<file path="src/rtl/pio_timer_regs.sv">
module pio_timer_regs #(
  parameter int DW = 8,
  parameter int IW = 4
) (
  input  logic          clk,
  input  logic          rst_n,
  input  logic          tick,
  input  logic [IW-1:0] reg_idx,
  input  logic          wr_en,
  input  logic          rd_en,
  input  logic [DW-1:0] wdata,
  output logic [DW-1:0] rdata,
  input  logic          sr_flag,
  output logic          irq
);
  localparam int TW = 2 * DW;
  localparam int FW = DW - 1;
  localparam int BIT_T1 = 6;
  localparam int BIT_SR = 2;
  localparam logic [TW-1:0] ONE = 1;

  localparam logic [IW-1:0] IX_PB   = 0;
  localparam logic [IW-1:0] IX_PA   = 1;
  localparam logic [IW-1:0] IX_DB   = 2;
  localparam logic [IW-1:0] IX_DA   = 3;
  localparam logic [IW-1:0] IX_T1L  = 4;
  localparam logic [IW-1:0] IX_T1H  = 5;
  localparam logic [IW-1:0] IX_LTL  = 6;
  localparam logic [IW-1:0] IX_LTH  = 7;
  localparam logic [IW-1:0] IX_T2L  = 8;
  localparam logic [IW-1:0] IX_T2H  = 9;
  localparam logic [IW-1:0] IX_SHR  = 10;
  localparam logic [IW-1:0] IX_AUX  = 11;
  localparam logic [IW-1:0] IX_PER  = 12;
  localparam logic [IW-1:0] IX_FLG  = 13;
  localparam logic [IW-1:0] IX_ENA  = 14;
  localparam logic [IW-1:0] IX_PANH = 15;

  logic [DW-1:0] pb, pa, db, da, shr, aux, per, pa_nh;
  logic [TW-1:0] t1_cnt, t1_lat, t2_cnt;
  logic [FW-1:0] flg, ena, flg_set, flg_clr;

  wire wr_hit_t1l = wr_en && reg_idx == IX_T1L;
  wire wr_hit_t1h = wr_en && reg_idx == IX_T1H;
  wire wr_hit_t2l = wr_en && reg_idx == IX_T2L;
  wire wr_hit_t2h = wr_en && reg_idx == IX_T2H;
  wire t1_cont    = aux[7:6] == 2'b01;
  wire t1_evt     = tick && t1_cnt == '0 && t1_cont && !wr_hit_t1l && !wr_hit_t1h;

  always_ff @(posedge clk) begin
    if (!rst_n) begin
      pb <= '0; pa <= '0; db <= '0; da <= '0;
      shr <= '0; aux <= '0; per <= '0; pa_nh <= '0;
      t1_lat <= '1;
    end else if (wr_en) begin
      case (reg_idx)
        IX_PB:   pb <= wdata;
        IX_PA:   pa <= wdata;
        IX_DB:   db <= wdata;
        IX_DA:   da <= wdata;
        IX_LTL:  t1_lat <= {t1_lat[TW-1:DW], wdata};
        IX_LTH:  t1_lat <= {wdata, t1_lat[DW-1:0]};
        IX_SHR:  shr <= wdata;
        IX_AUX:  aux <= wdata;
        IX_PER:  per <= wdata;
        IX_PANH: pa_nh <= wdata;
        default: ;
      endcase
    end
  end

  always_ff @(posedge clk) begin
    if (!rst_n)          t1_cnt <= '1;
    else if (wr_hit_t1l) t1_cnt <= {t1_cnt[TW-1:DW], wdata};
    else if (wr_hit_t1h) t1_cnt <= {wdata, t1_cnt[DW-1:0]};
    else if (t1_evt)     t1_cnt <= t1_lat;
    else if (tick)       t1_cnt <= t1_cnt - ONE;
  end

  always_ff @(posedge clk) begin
    if (!rst_n)          t2_cnt <= '1;
    else if (wr_hit_t2l) t2_cnt <= {t2_cnt[TW-1:DW], wdata};
    else if (wr_hit_t2h) t2_cnt <= {wdata, t2_cnt[DW-1:0]};
    else if (tick)       t2_cnt <= t2_cnt - ONE;
  end

  always_comb begin
    flg_set = '0;
    flg_set[BIT_T1] = t1_evt;
    flg_set[BIT_SR] = sr_flag;
    flg_clr = '0;
    if (wr_en && reg_idx == IX_FLG) flg_clr = wdata[FW-1:0];
    if (rd_en && (reg_idx == IX_T1L || reg_idx == IX_T1H)) flg_clr[BIT_T1] = 1'b1;
  end

  always_ff @(posedge clk) begin
    if (!rst_n) begin
      flg <= '0;
      ena <= '0;
    end else begin
      flg <= (flg & ~flg_clr) | flg_set;
      if (wr_en && reg_idx == IX_ENA)
        ena <= wdata[DW-1] ? (ena | wdata[FW-1:0]) : (ena & ~wdata[FW-1:0]);
    end
  end

  assign irq = |(flg & ena);

  always_comb begin
    case (reg_idx)
      IX_PB:   rdata = pb;
      IX_PA:   rdata = pa;
      IX_DB:   rdata = db;
      IX_DA:   rdata = da;
      IX_T1L:  rdata = t1_cnt[DW-1:0];
      IX_T1H:  rdata = t1_cnt[TW-1:DW];
      IX_LTL:  rdata = t1_lat[DW-1:0];
      IX_LTH:  rdata = t1_lat[TW-1:DW];
      IX_T2L:  rdata = t2_cnt[DW-1:0];
      IX_T2H:  rdata = t2_cnt[TW-1:DW];
      IX_SHR:  rdata = shr;
      IX_AUX:  rdata = aux;
      IX_PER:  rdata = per;
      IX_FLG:  rdata = {irq, flg};
      IX_ENA:  rdata = {1'b0, ena};
      default: rdata = pa_nh;
    endcase
  end

  AST_T1_RELOAD: assert property (@(posedge clk) disable iff (!rst_n)
    (t1_cont && tick && t1_cnt == '0 && !wr_hit_t1l && !wr_hit_t1h) |=> (t1_cnt == $past(t1_lat) && flg[BIT_T1]));
  AST_NO_T1_FLAG_OUTSIDE: assert property (@(posedge clk) disable iff (!rst_n)
    !t1_cont |=> !$rose(flg[BIT_T1]));
  AST_RD_CLEARS_T1: assert property (@(posedge clk) disable iff (!rst_n)
    (rd_en && (reg_idx == IX_T1L || reg_idx == IX_T1H) && !t1_evt) |=> !flg[BIT_T1]);
  AST_W1C_FLAGS: assert property (@(posedge clk) disable iff (!rst_n)
    (wr_en && reg_idx == IX_FLG && !sr_flag && !t1_evt) |=> ((flg & $past(wdata[FW-1:0])) == '0));
  AST_ENA_SET: assert property (@(posedge clk) disable iff (!rst_n)
    (wr_en && reg_idx == IX_ENA && wdata[DW-1]) |=> ((ena & $past(wdata[FW-1:0])) == $past(wdata[FW-1:0])));
  AST_CNT_LOW_BYTE: assert property (@(posedge clk) disable iff (!rst_n)
    wr_hit_t1l |=> (t1_cnt[DW-1:0] == $past(wdata) && t1_cnt[TW-1:DW] == $past(t1_cnt[TW-1:DW])));
  AST_SR_SETS: assert property (@(posedge clk) disable iff (!rst_n)
    sr_flag |=> flg[BIT_SR]);
endmodule

</file>
<file path="config.mk">
export PLATFORM = sky130hd
export DESIGN_NAME = pio_timer_regs
export DESIGN_NICKNAME = d
export VERILOG_FILES = /design/src/rtl/pio_timer_regs.sv
export SDC_FILE = /design/constraint.sdc
export NUM_CORES = 1
export LEC_CHECK = 0
export ABC_AREA = 1
export BUFFER_PORTS_ARGS = -buffer_cell sky130_fd_sc_hd__buf_2
export CAP_MARGIN = 15
export CORE_MARGIN = 2
export CORE_UTILIZATION = 45
export CTS_BUF_LIST = sky130_fd_sc_hd__clkbuf_16
export CTS_CLUSTER_SIZE = 30
export DETAILED_ROUTE_END_ITERATION = 12
export PLACE_DENSITY = 0.59
export SKIP_CTS_REPAIR_TIMING = 1
export SYNTH_ARGS = -nofsm -noshare
export SYNTH_HDL_FRONTEND = slang
export SYNTH_SLANG_ARGS = --single-unit
</file>
<file path="constraint.sdc">
create_clock -name clk -period 4.1 [get_ports clk]
set_clock_uncertainty 0.15 [all_clocks]
set_input_delay 0.615 -clock clk [delete_from_list [all_inputs] [get_ports clk]]
set_output_delay 0.615 -clock clk [all_outputs]
set_load 0.03 [all_outputs]
</file>
# Word level (Yosys, flattened, before mapping)
# Cells that the tools add are included.
[word_totals]
input_bits = 18
wordCells = 94
out_inout_bits = 9
regBits = 126
[op_classes]
bitwise_logic = 11
n_reduce_logical = 35
eq_ne = 18
mux = 12
n_addsub = 2
[op_table]
columns = ["op", "count"]
rows = [
  ["one-hot mux 8 bit (15 select lines)", 1],
  ["two-way mux 16 bit", 5],
  ["== test 4 bit, second input constant", 8],
  ["one-hot mux 16 bit (2 select lines)", 1],
  ["subtractor 16 x 1 -> 16 bit, second input constant", 2],
  ["AND reduction 2 bit", 12],
  ["bitwise AND 7 bit", 3],
  ["== test 4 x 3 -> 1 bit, second input constant", 4],
  ["logical NOT 16 bit", 1],
  ["two-way mux 8 bit", 2],
  ["two-way mux 7 bit", 2],
  ["NOT 7 bit", 2],
  ["bitwise OR 7 bit", 2],
  ["logical AND 1 bit", 11],
  ["== test 4 x 2 -> 1 bit, second input constant", 2],
  ["OR reduction 7 bit", 1],
  ["AND reduction 3 bit", 2],
  ["nonzero test 3 bit", 2],
  ["== test 4 x 1 -> 1 bit, second input constant", 1],
  ["logical NOT 4 bit", 1],
  ["!= test 2 bit, second input constant", 2],
  ["NOT 1 bit", 4],
  ["nonzero test 2 bit", 2],
  ["== test 2 x 1 -> 1 bit, second input constant", 1],
  ["3 further kinds", 4],
]

# Longest topological paths before layout
[depth]
word_depth = 8
ltp_mapped = 11
ltp_nobuf = 11

# Least setup slack after synthesis
# OpenSTA, ideal clock, no wires.
[synth_timing]
path_kind = "input-to-output"
start = "input port reg_idx[0]"
end = "output port rdata[1]"
required_ns = 3.335
slack_ns = 1.637
n_path_buf = 1
t_arrival_ns = 1.698
path_stages = 8
path_cell_list = "nor2_1 nand2_1 inv_1 buf_2 nand2_1 nand3_1 nor3_1 nand4_1"
[synth_between]
elab_chain_cells = 2
word_cells_on_any_way = 16
cone_classes = "eq/ne: 14; mux: 1; reduce/logical: 1"
[synth_lines]
columns = ["element", "line_no", "text"]
rows = [
  ["start: declaration", "8", "input logic [IW-1:0] reg_idx,"],
  ["== test 4 bit, or another cell as far along", "110", "case (reg_idx)"],
  ["one-hot mux 8 bit (15 select lines) *", "110", ""],
  ["end: declaration", "12", "output logic [DW-1:0] rdata,"],
]
# Every way passes the cells marked *; elsewhere a longest branch is shown, timed or not.

# Worst setup path in the final report
[layout_timing]
start = "input port reg_idx[1]"
end = "output port rdata[1]"
# The elaborated chain is that of the path after synthesis.

==> summary.md <==
| Metric | Value |
|---|---|
| Status | complete, no violations |
| Gr usage total | 0.283 |
| Routability cong. | 0.882 |
| CP bufs+invs | 3 |
| Worst slew pin tran | 1010 ps |
| Sw power | 0.000900 W |
| Grt ovf | 0 |
| CP startpoint | reg_idx[1] |
| Drt total wl | 22,700 µm |
| Drc violations | 0 |
| Die W | 127 µm |
| Leakage power | 3.26 nW |
| Clk buf depth | 2 |
| Sequential share of power | 0.404 |
| Combinational share of power | 0.104 |
| Die area | 16,000 µm² |
| CP Class | input pin to output pin |
| Max Cap Viol | 0 |
| Syn nets | 1,071 |
| Critical path capture point type | output pin |
| CTS sink count | 126 |
| Initial antenna violation count | 0 |
| Fin crit period | 3050 ps |
| Initial DRC count | 696 |
| Fmax | 0.328 GHz |
| Chip height | 127 µm |
| Synth Area per Inst | 6.44 µm² |
| Root Buffer | clkbuf_16 |
| Worst path cell trace | buf_2, nor2_1, nand2_1, inv_1, nand2_1, nand3_1, nor3_1, nand4_1, buf_2 |
| DR pass1 iterations | 6 |
| Io pins | 27 |
| Final Hold Viols | 0 |
| Synth area leader | dfxtp_1 |
| Commonest non-fill, non-tap cell in the layout | nand2_1 |
| CP Data Required Time | 3340 ps |
| Largest cells by area after synthesis | dfxtp_1 37%, nand2_1 16%, a21oi_1 8.4% |
| Delay-heaviest family, CP | simple AND/OR/NAND/NOR gates |
| Final TNS setup | 0 ps |
| Fin. max-slew vios | 0 |
| CP peak stage delay | 400 ps |
| Total number of vias | 6,913 |
| Switching part of the total | 0.280 |
| Sequential area share after synthesis | 0.373 |
| Tot Pwr | 0.00322 W |
| Vias in the first global route | 6,097 |
| Most used DFF post-synth | dfxtp_1 |
| Hold wc startpoint | sr_flag |
| ANT cells | 0 |
| Pin count of the biggest net entering global routing | 63 |
| First-pass GRT wire length | 35,100 µm |
| Power share of the clock group | 0.492 |
| Max IR drop VDD | 0.000301 V |
| Post-synth EDFFs | 0 |
| HP Class | input pin to flip-flop |
| Synth Cell Area | 6770 µm² |
| Unrepaired setup endpoints after global routing | false |
| Netlist cell types | 32 |
| Worst-Skew Late Latency | 430 ps |
| CTS tree | yes |
| Slew margin rel. | 0.323 |
| Nature of the critical path startpoint | input pin |
| Routed vias/inst | 5.50 |
| Critical path arrival | 2280 ps |
| Proportion of layout cells with a drive suffix above 1 | 0.0951 |
| Worst reg2reg path startpoint | t1_cnt[0]$_SDFFE_PN1P_ |
| Inserted Clock Buffers | 17 |
| Routed Antenna Nets | 0 |
| Most frequent cells in the layout | 295 x nand2_1, 126 x dfxtp_1, 113 x a21oi_1, 104 x inv_1, 104 x nand3_1 |
| # nets final | 1,080 |
| Wire per inst | 18.0 µm |
| Core footprint | 14,600 µm² |
| Initial Util | 0.464 |
| # rows | 44 |
| H-Tree Depth | 4 |
| Post-Syn Instances | 1,051 |
| P_int | 0.00232 W |
| Worst-path maximum fanout | 13 |
| I/O Buffers | 26 |
| PD cells | 423 nW/µm² |
| CTS clk-pin slew, worst paths | 60 ps |
| Seq cells post-synth | 126 |
| HPWL Detailed | 15,600 µm |
| Worst-path cell with the longest stage delay | nor2_1 |
| Synth top area share | 0.373 |
| Final Cycle Share | 0.743 |
| # setup viols final | 0 |
| FFs w/ async S/R, synth | 0 |
| Syn. warnings | 0 |
| Area delta synth->final | 12.3% |
[cells by family (layout without fill, tap and decap cells)]
group,count (synthesis),count (layout),share of synthesized area
AO/OA/AOI/OAI,247,247,0.196
adder cells (fa/ha/maj),2,2,0.00370
flip-flops,126,126,0.373
AND/OR/NAND/NOR,504,504,0.320
buffers and inverters,160,182,0.0921
XOR/XNOR,12,12,0.0155
[metal layers]
layer,GRT usage,share of wire,vias up
met3,0.0603,0.068,33
met2,0.416,0.44,229
li1,-,-,3483
met4,0.0931,0.021,0
met1,0.412,0.47,3168
met5,0,0,-
[tightest hold or removal path, cell delays in order]
cell and delay (ps):
buf_2 100, inv_1 40, a21oi_1 50
[worst paths after layout]
path                                   to  slack (ps)  depth (start not counted)
hold reg to reg       aux[4]$_SDFFE_PN0P_         310                          2
setup reg to reg  t1_cnt[11]$_SDFFE_PN1P_        1640                         10
setup / recovery                 rdata[1]        1050                          9
hold / removal          flg[2]$_SDFF_PN0_         270                          3
[power groups by stage]
stage / Sequential, W / Combinational (W) / Clock, W
after floorplan: 0.00131 / 0.000228 / 0
after global placement: 0.00133 / 0.000329 / 0
after detailed placement: 0.00133 / 0.000330 / 0
after CTS: 0.00130 / 0.000331 / 0.00160
after global routing: 0.00130 / 0.000368 / 0.00165
final: 0.00130 / 0.000334 / 0.00158
[state kept, by name, summed over array words and instances (netlist names), named ones only]
name,flops
t1_lat,16
pa_nh,8
db,8
pa,8
t2_cnt,16
shr,8
flg,7
t1_cnt,16
da,8
per,8
aux,8
pb,8
[final cells by class]
| cell class | instances | area (µm²) |
|---|---|---|
| clock buffers | 17 | 425 |
| well taps | 184 | 230 |
| fillers | 1454 | 6980 |
| flip-flops and latches | 126 | 2520 |
| clock inverters | 15 | 185 |
| multi-input cells | 765 | 3620 |
| repair buffers | 32 | 175 |
| inverters | 118 | 443 |
[cell usage after synthesis, types with 9 or more instances]
cell type	number
inv_2	14
nor3_1	10
xor2_1	10
clkbuf_1	26
o21ai_0	89
o22ai_1	16
o211ai_1	17
dfxtp_1	126
nand4_1	9
nor2_1	63
a21oi_1	113
nand2_1	295
buf_2	12
nor2_2	9
nand3_1	104
inv_1	104
[stage by stage]
step / worst slack [ps] / cells / utilization / hold slack [ps] / cell area (µm²)
2_1_floorplan: 1640 / 1051 / - / 275 / 6770
3_3_place_gp: 1110 / 1225 / 0.479 / 289 / 6990
3_5_place_dp: 1080 / 1225 / 0.479 / 297 / 6990
4_1_cts: 1070 / 1257 / 0.521 / 261 / 7600
5_1_grt: 814 / 1257 / 0.521 / 268 / 7600
6_report: 1050 / 1257 / 0.521 / 268 / 7600
Power figures use the tool's default switching activity.
